<file path="src/rtl/sdac_pkg.sv">
package sdac_pkg;
  localparam int DEF_DATA_W = 10;
  localparam int DEF_ADDR_W = 4;
  localparam int DEF_NUM_CH = 6;
  localparam int DEF_SYNC   = 2;
endpackage

</file>
<file path="src/rtl/sdac_sync.sv">
module sdac_sync #(
  parameter int          WIDTH   = 4,
  parameter int          STAGES  = 2,
  parameter logic [WIDTH-1:0] RST_VAL = '0
) (
  input  logic             clk,
  input  logic             rst,
  input  logic [WIDTH-1:0] d,
  output logic [WIDTH-1:0] q
);
  logic [WIDTH-1:0] st [STAGES];

  always_ff @(posedge clk) begin
    if (rst) begin
      for (int i = 0; i < STAGES; i++) st[i] <= RST_VAL;
    end else begin
      st[0] <= d;
      for (int i = 1; i < STAGES; i++) st[i] <= st[i-1];
    end
  end

  assign q = st[STAGES-1];
endmodule

</file>
<file path="src/rtl/sdac_shift.sv">
module sdac_shift #(
  parameter int FRAME_W = 14
) (
  input  logic               clk,
  input  logic               rst,
  input  logic               s_clk,
  input  logic               s_dat,
  input  logic               s_ld,
  input  logic               s_rstn,
  output logic [FRAME_W-1:0] word,
  output logic               viol
);
  logic clk_q;
  logic rise;
  logic any_edge;

  always_ff @(posedge clk) begin
    if (rst) clk_q <= 1'b0;
    else     clk_q <= s_clk;
  end

  assign rise     = s_clk & ~clk_q;
  assign any_edge = s_clk ^ clk_q;

  // shift register has no reset: undefined until the first frame
  always_ff @(posedge clk) begin
    if (rise) word <= {word[FRAME_W-2:0], s_dat};
  end

  always_ff @(posedge clk) begin
    if (rst)                  viol <= 1'b0;
    else if (!s_rstn)         viol <= 1'b0;
    else if (s_ld && any_edge) viol <= 1'b1;
  end

  AST_SHIFT_HOLD: assert property (@(posedge clk) disable iff (rst)
    !rise |=> $stable(word));
  AST_TOGGLE_FLAGS: assert property (@(posedge clk) disable iff (rst)
    (s_rstn && s_ld && any_edge) |=> viol);
  AST_FLAG_STICKY: assert property (@(posedge clk) disable iff (rst)
    (viol && s_rstn) |=> viol);
  AST_NO_EDGE_NO_FLAG: assert property (@(posedge clk) disable iff (rst)
    (!viol && !any_edge) |=> !viol);
endmodule

</file>
<file path="src/rtl/sdac_bank.sv">
module sdac_bank #(
  parameter int DATA_W = 10,
  parameter int ADDR_W = 4,
  parameter int NUM_CH = 6,
  localparam int FRAME_W = ADDR_W + DATA_W
) (
  input  logic                     clk,
  input  logic                     rst,
  input  logic                     s_ld,
  input  logic                     s_rstn,
  input  logic [FRAME_W-1:0]       word,
  output logic [NUM_CH*DATA_W-1:0] ch_out
);
  logic [ADDR_W-1:0] addr;
  logic [DATA_W-1:0] code;
  logic              addr_ok;

  assign addr    = word[FRAME_W-1:DATA_W];
  assign code    = word[DATA_W-1:0];
  assign addr_ok = (addr >= ADDR_W'(1)) && (addr <= ADDR_W'(NUM_CH));

  for (genvar k = 0; k < NUM_CH; k++) begin : g_ch
    logic [DATA_W-1:0] lat;

    // no power-on value: only the clear line or a load defines it
    always_ff @(posedge clk) begin
      if (!s_rstn)                              lat <= '0;
      else if (s_ld && addr == ADDR_W'(k + 1))  lat <= code;
    end

    assign ch_out[k*DATA_W +: DATA_W] = lat;

    AST_LOAD_WRITE: assert property (@(posedge clk) disable iff (rst)
      (s_rstn && s_ld && addr == ADDR_W'(k + 1)) |=> (lat == $past(code)));
  end

  AST_RST_CLEARS: assert property (@(posedge clk) disable iff (rst)
    !s_rstn |=> (ch_out == '0));
  AST_BAD_ADDR_HOLD: assert property (@(posedge clk) disable iff (rst)
    (s_rstn && s_ld && !addr_ok) |=> $stable(ch_out));
endmodule

</file>
<file path="src/rtl/sdac_front.sv">
module sdac_front #(
  parameter int DATA_W = sdac_pkg::DEF_DATA_W,
  parameter int ADDR_W = sdac_pkg::DEF_ADDR_W,
  parameter int NUM_CH = sdac_pkg::DEF_NUM_CH,
  parameter int SYNC_N = sdac_pkg::DEF_SYNC
) (
  input  logic                     clk,
  input  logic                     rst,
  input  logic                     ser_clk,
  input  logic                     ser_dat,
  input  logic                     ser_ld,
  input  logic                     ser_rst_n,
  output logic [NUM_CH*DATA_W-1:0] ch_out,
  output logic                     viol
);
  localparam int FRAME_W = ADDR_W + DATA_W;

  logic [3:0]         sync_q;
  logic [FRAME_W-1:0] word;

  // idle values: clear line high, others low
  sdac_sync #(.WIDTH(4), .STAGES(SYNC_N), .RST_VAL(4'b1000)) u_sync (
    .clk (clk),
    .rst (rst),
    .d   ({ser_rst_n, ser_ld, ser_dat, ser_clk}),
    .q   (sync_q)
  );

  sdac_shift #(.FRAME_W(FRAME_W)) u_shift (
    .clk    (clk),
    .rst    (rst),
    .s_clk  (sync_q[0]),
    .s_dat  (sync_q[1]),
    .s_ld   (sync_q[2]),
    .s_rstn (sync_q[3]),
    .word   (word),
    .viol   (viol)
  );

  sdac_bank #(.DATA_W(DATA_W), .ADDR_W(ADDR_W), .NUM_CH(NUM_CH)) u_bank (
    .clk    (clk),
    .rst    (rst),
    .s_ld   (sync_q[2]),
    .s_rstn (sync_q[3]),
    .word   (word),
    .ch_out (ch_out)
  );
endmodule

</file>
<file path="config.mk">
export PLATFORM = sky130hd
export DESIGN_NAME = sdac_front
export DESIGN_NICKNAME = d
export VERILOG_FILES = /design/src/rtl/sdac_pkg.sv /design/src/rtl/sdac_sync.sv /design/src/rtl/sdac_shift.sv /design/src/rtl/sdac_bank.sv /design/src/rtl/sdac_front.sv
export SDC_FILE = /design/constraint.sdc
export NUM_CORES = 1
export LEC_CHECK = 0
export ABC_AREA = 1
export CAP_MARGIN = 20
export CORE_MARGIN = 2
export CORE_UTILIZATION = 50
export DETAILED_ROUTE_END_ITERATION = 8
export GPL_TIMING_DRIVEN = 0
export PLACE_DENSITY = 0.79
export SETUP_SLACK_MARGIN = 0.05
export SLEW_MARGIN = 0
export SYNTH_ARGS = -nofsm -noshare
export SYNTH_HDL_FRONTEND = slang
export SYNTH_SLANG_ARGS = --single-unit
</file>
<file path="constraint.sdc">
create_clock -name clk -period 1.6 [get_ports clk]
set_clock_uncertainty 0.15 [all_clocks]
set_input_delay 0.16 -clock clk [delete_from_list [all_inputs] [get_ports clk]]
set_output_delay 0.16 -clock clk [all_outputs]
set_load 0.01 [all_outputs]
</file>
# == Word level (Yosys, flattened, before mapping) ==
# Memories as Yosys holds them, arrays and structs flattened.
# Index checks and enable logic that the tools add are counted.
# totals
latch_bits,0
rom_bits,0
mem_count,1
ff_bits,76
ram_bits,8
# mem_list
memory,words,width,read_ports,rd_ports_with_merged_regs,write_ports,line_no,source
u_sync.st,2,4,2,0,2,sdac_sync.sv:11,logic [WIDTH-1:0] st [STAGES];
# classes
magnitude_cmp,0
shifts,0
add_sub_neg,0
n_bitwise,6
div_mod_pow,0
eq_ne,6
n_reduce_logical,8
n_mux,5
mul,0
# ops
op,count
$eq 4x3->1 const B,3
$eq 4x2->1 const B,2
$mux 4,2
$logic_and 1x1->1,7
$eq 4x1->1 const B,1
$mux 1,3
$not 1->1,2
$or 1x1->1,2
$reduce_or 2->1,1
$and 1x1->1,1
$xor 1x1->1,1

# == Logic depth before layout (Yosys ltp) ==
# logic_depth
word_depth,3
depth_mapped,7

# == Hierarchy ==
# From an unflattened synthesis, not the netlist that was laid out.
# hier_totals
hier_cells,413
hier_area_um2,3160.5
# modules_own_cells
module,area_each_um2,cells_each,n_inst,seq_area_each_um2
sdac_bank,2394.8,358,1,1201.2
sdac_shift,511.7,26,1,460.4
sdac_sync,254.0,29,1,160.2

# == Worst setup path after synthesis ==
# OpenSTA, ideal clock, no wires.
# synth_timing
kind,reg2reg
startpoint,reg u_shift.word[10]
endpoint,reg u_bank.g_ch[5].lat[9]
required_ps,1337
slack_ps,327
t_arrival_ps,1010
stages_incl_launch_ff,8
path_buffers,1
cell_sequence,edfxtp_1 inv_1 nand2_1 nor2_2 buf_4 nand2_1 nand2_1 nor2_1
# synth_via
elab_chain_cells,2
# synth_lines
element,line_no,source
from (decl),sdac_shift.sv:10,"output logic [FRAME_W-1:0] word,"
from (signal assigned),sdac_shift.sv:27,"if (rise) word <= {word[FRAME_W-2:0], s_dat};"
$eq 4x3->1,sdac_bank.sv:28,else if (s_ld && addr == ADDR_W'(k + 1)) lat <= code;
$logic_and 1x1->1,sdac_bank.sv:28,
to (signal assigned),sdac_bank.sv:28,
to (decl),sdac_bank.sv:23,logic [DATA_W-1:0] lat;
# Every way passes these cells.
# A chain may end at the register's enable or synchronous reset.

# == Worst setup path in the final report ==
# layout_timing
startpoint,reg u_bank.g_ch[2].lat[5]
endpoint,out ch_out[25]
# layout_lines
element,line_no,source
from (decl),sdac_bank.sv:23,
from (signal assigned),sdac_bank.sv:28,
to (decl),sdac_front.sv:13,"output logic [NUM_CH*DATA_W-1:0] ch_out,"
# No word-level cell between the ends.

==> flow_metrics.py <==
metrics = {
    "floorplanning": {
        "die_w_um": 83.7,
        "io_pins": 67,
        "die_y_um": 83.7,
        "die_area_mm2": 0.00700,
        "row_count": 29,
        "start_util_pct": 50.8,
        "core_area_mm2": 0.00624,
    },
    "logic_synthesis": {
        "ys_warn_count": 0,
        "synth.ff_latch_count": 84,
        "synth_top_cell_area_share_pct": 44.2,
        "yosys.area.top_type": "dfxtp_1",
        "synthTopCellsByArea": "dfxtp_1 44%, nor2_1 15%, nand2_1 14%",
        "synth.distinct_cells": 19,
        "synthesis.area_mm2": 0.00317,
        "avgSynthCellArea_um2": 7.68,
        "syn_inst": 413,
        "syn-num-nets": 420,
        "seq_area_frac_synth_pct": 57.4,
    },
    "sta": {
        "tns_ns": 0,
        "max_slew.worst_pin.slew_ns": 0.616,
        "finalCritPeriodShare_pct": 94.7,
        "finalSetupViolCount": 0,
        "finalHoldViolCount": 0,
        "final.min_clock_period_ns": 1.52,
        "fmax_ghz": 0.660,
        "holdWs_ns": 0.0181,
        "drv_slew": 0,
        "rsz0062_at_grt": "false",
        "relSlewSlack_pct": 58.9,
    },
    "clock_tree": {
        "htree_num_levels": 3,
        "cts_tree": "done",
        "clk_path_buf_depth": 2,
        "cts-root-buf": "clkbuf_8",
        "clkTransAtPathRegs_ns": 0.07,
        "clock_latency_ns": 0.34,
        "cts_sinks": 84,
        "numCtsBuffers": 9,
        "ctsHoldBuffers": 0,
    },
    "setup_path": {
        "critPathBufInv": 1,
        "cp.depth": 1,
        "rr_startpoint": "u_shift.word[11]",
        "endpoint_kind": "primary output",
        "crit_type": "reg -> out",
        "worstSetupStartpointType": "register",
        "ff2ff_path_depth": 7,
        "r2r_setup_slack_ns": 0.17,
        "r2r-end": "u_bank.g_ch[4].lat[8]",
        "crit_slowest_cell": "clkdlybuf4s50_1",
        "critPathTopFamily": "buffers and inverters",
        "cp.required_ns": 1.29,
        "path_cells": "clkdlybuf4s50_1",
        "cp.arrival_ns": 1.21,
        "worst_path_largest_cell_delay_ns": 0.53,
        "path_max_fanout": 2,
    },
    "routing": {
        "drt-pass1-iter-count": 4,
        "routed_wl_um": 7020,
        "postRouteAntennaNets": 0,
        "vias": 2692,
        "viasPerCell": 4.69,
        "drt-initial-drc-count": 125,
        "drc": 0,
        "wire_per_inst_um": 12.2,
    },
    "cells_and_area": {
        "drive_above_1_share_pct": 8.05,
        "final_nets": 499,
        "syn_to_final_growth_pct": 33.7,
        "n_antenna_cell": 0,
    },
    "pwr": {
        "power_w": 0.00416,
        "vdd_drop_max_mv": 0.506,
        "switching_share_pct": 22.0,
        "p_int_w": 0.00324,
        "p_seq_share_pct": 54.5,
        "leakage_nw": 2.80,
        "switchingPower_w": 0.000917,
        "p_per_area_mw_per_mm2": 981,
        "comb_power_share_pct": 7.3,
        "pwr-share-clk_pct": 38.1,
    },
    "worst_hold_path": {
        "whs_endpoint": "u_sync.st[0][1]",
        "hp-class": "in -> reg",
        "timing.hold.worst.start": "rst",
        "holdPathStages": 2,
    },
    "grt": {
        "first_global_vias": 2472,
        "antenna_found_initial": 0,
        "overflow": 0,
        "groute.usage.overall_pct": 20.2,
        "grt_max_degree": 15,
        "grt_pass1_wl_um": 11200,
    },
    "place": {
        "io_buffer_count": 65,
        "globalplace.congestion": 0.852,
        "post-dp-hpwl_um": 4680,
    },
    "flow_run": {
        "maxCapViolCount": 0,
    },
    "status": {
        "status": "finished, final reports clean",
    },
}
[how the worst max path moves through the flow]
| stage | start | to | slack, ns |
|---|---|---|---|
| 3_5_place_dp | u_shift.clk_q | u_shift.word[4] | 0.18 |
| 4_1_cts | u_bank.g_ch[0].lat[9] | ch_out[9] | 0.05 |
| 2_1_floorplan | u_shift.word[10] | u_bank.g_ch[5].lat[9] | 0.33 |
| 6_report | u_bank.g_ch[2].lat[5] | ch_out[25] | 0.08 |
| 3_3_place_gp | u_shift.clk_q | u_shift.word[6] | 0.21 |
| 5_1_grt | u_bank.g_ch[2].lat[8] | ch_out[28] | 0.05 |
[Yosys cell counts]
cell type  count
nand2_1      115
clkbuf_1       4
nor3b_1        1
nor2_4         1
nor2_1       127
buf_4          5
nor2_2         5
a21oi_1        1
or2_2          2
inv_1         42
buf_6          1
edfxtp_1      14
ha_1           1
dfxtp_1       70
inv_2          1
nand3_2        3
buf_2          6
nand4_1       10
buf_1          4
[timing repair]
| action | in CTS | in global routing |
|---|---|---|
| gates resized for setup | 16 | 44 |
| endpoints found under the setup margin | 16 | 55 |
| setup buffers | 0 | 3 |
[metal layers]
layer,share of wire (%),up-vias,track usage [%]
met1,43,1197,26.1
met3,7.7,15,3.96
li1,-,1387,-
met5,0,-,0
met4,2.4,0,11.3
met2,47,93,31.6
[cell families after synthesis]
group | Yosys count | share of synthesized area (%)
adders and majority gates | 1 | 0.394
AOI/OAI and AO/OA | 1 | 0.158
DFF | 84 | 57.4
buffers and inverters | 63 | 8.52
and+or+nand+nor | 264 | 33.5
[cell usage in the layout, fill, tap and decap left out]
master,instances
clkdlybuf4s50_1,6
nand4_1,10
dlygate4sd2_1,16
buf_1,4
nor2_2,4
clkinv_1,1
nand2_1,115
nor2_4,2
clkbuf_8,9
buf_6,1
edfxtp_1,14
nor2_1,127
clkbuf_1,6
buf_2,6
buf_4,8
or2_2,2
ha_1,1
clkinv_2,1
bufinv_16,2
inv_1,42
nand3_2,3
a21oi_1,1
inv_2,1
dlymetal6s2s_1,43
clkinvlp_4,1
dfxtp_1,70
nor3b_1,1
[power groups by stage]
stage / registers [W] / clock network (W) / logic (W)
6_report: 0.00227 / 0.00159 / 0.000305
5_1_grt: 0.00228 / 0.00171 / 0.000337
4_1_cts: 0.00227 / 0.00162 / 0.000315
3_5_place_dp: 0.00232 / 0 / 0.000324
3_3_place_gp: 0.00232 / 0 / 0.000317
2_1_floorplan: 0.00234 / 0 / 0.000132
[worst register-to-register path: cells and delay by family (launching register included)]
family        cells  cell delay, ns
simple gates      5            0.47
buf+inv           2            0.25
flops             1            0.47
[metrics by stage]
step | setup WS [ns] | area [um2] | util [%] | instances
6_report | 0.0843 | 4240 | 68.0 | 574
5_1_grt | 0.0496 | 4240 | 68.0 | 574
4_1_cts | 0.0506 | 4110 | 65.8 | 571
3_5_place_dp | 0.184 | 3920 | 62.8 | 555
3_3_place_gp | 0.214 | 3920 | 62.8 | 555
2_1_floorplan | 0.327 | 3170 | - | 413
[registers in the layout (all words and copies together) (netlist names)]
| name | cells |
|---|---|
| u_shift.viol | 1 |
| u_bank.g_ch.lat | 60 |
| u_shift.clk_q | 1 |
| u_shift.word | 14 |
| u_sync.st | 8 |
[area by class of cell]
class	instances	area, um2
Buffer	20	109
Clock buffer	11	131
Clock inverter	5	76.3
Fill cell	517	2000
Inverter	43	161
Multi-Input combinational cell	266	1090
Sequential cell	84	1820
Tap cell	77	96.3
Timing Repair Buffer	68	761
(Power assumes the default switching activity.)
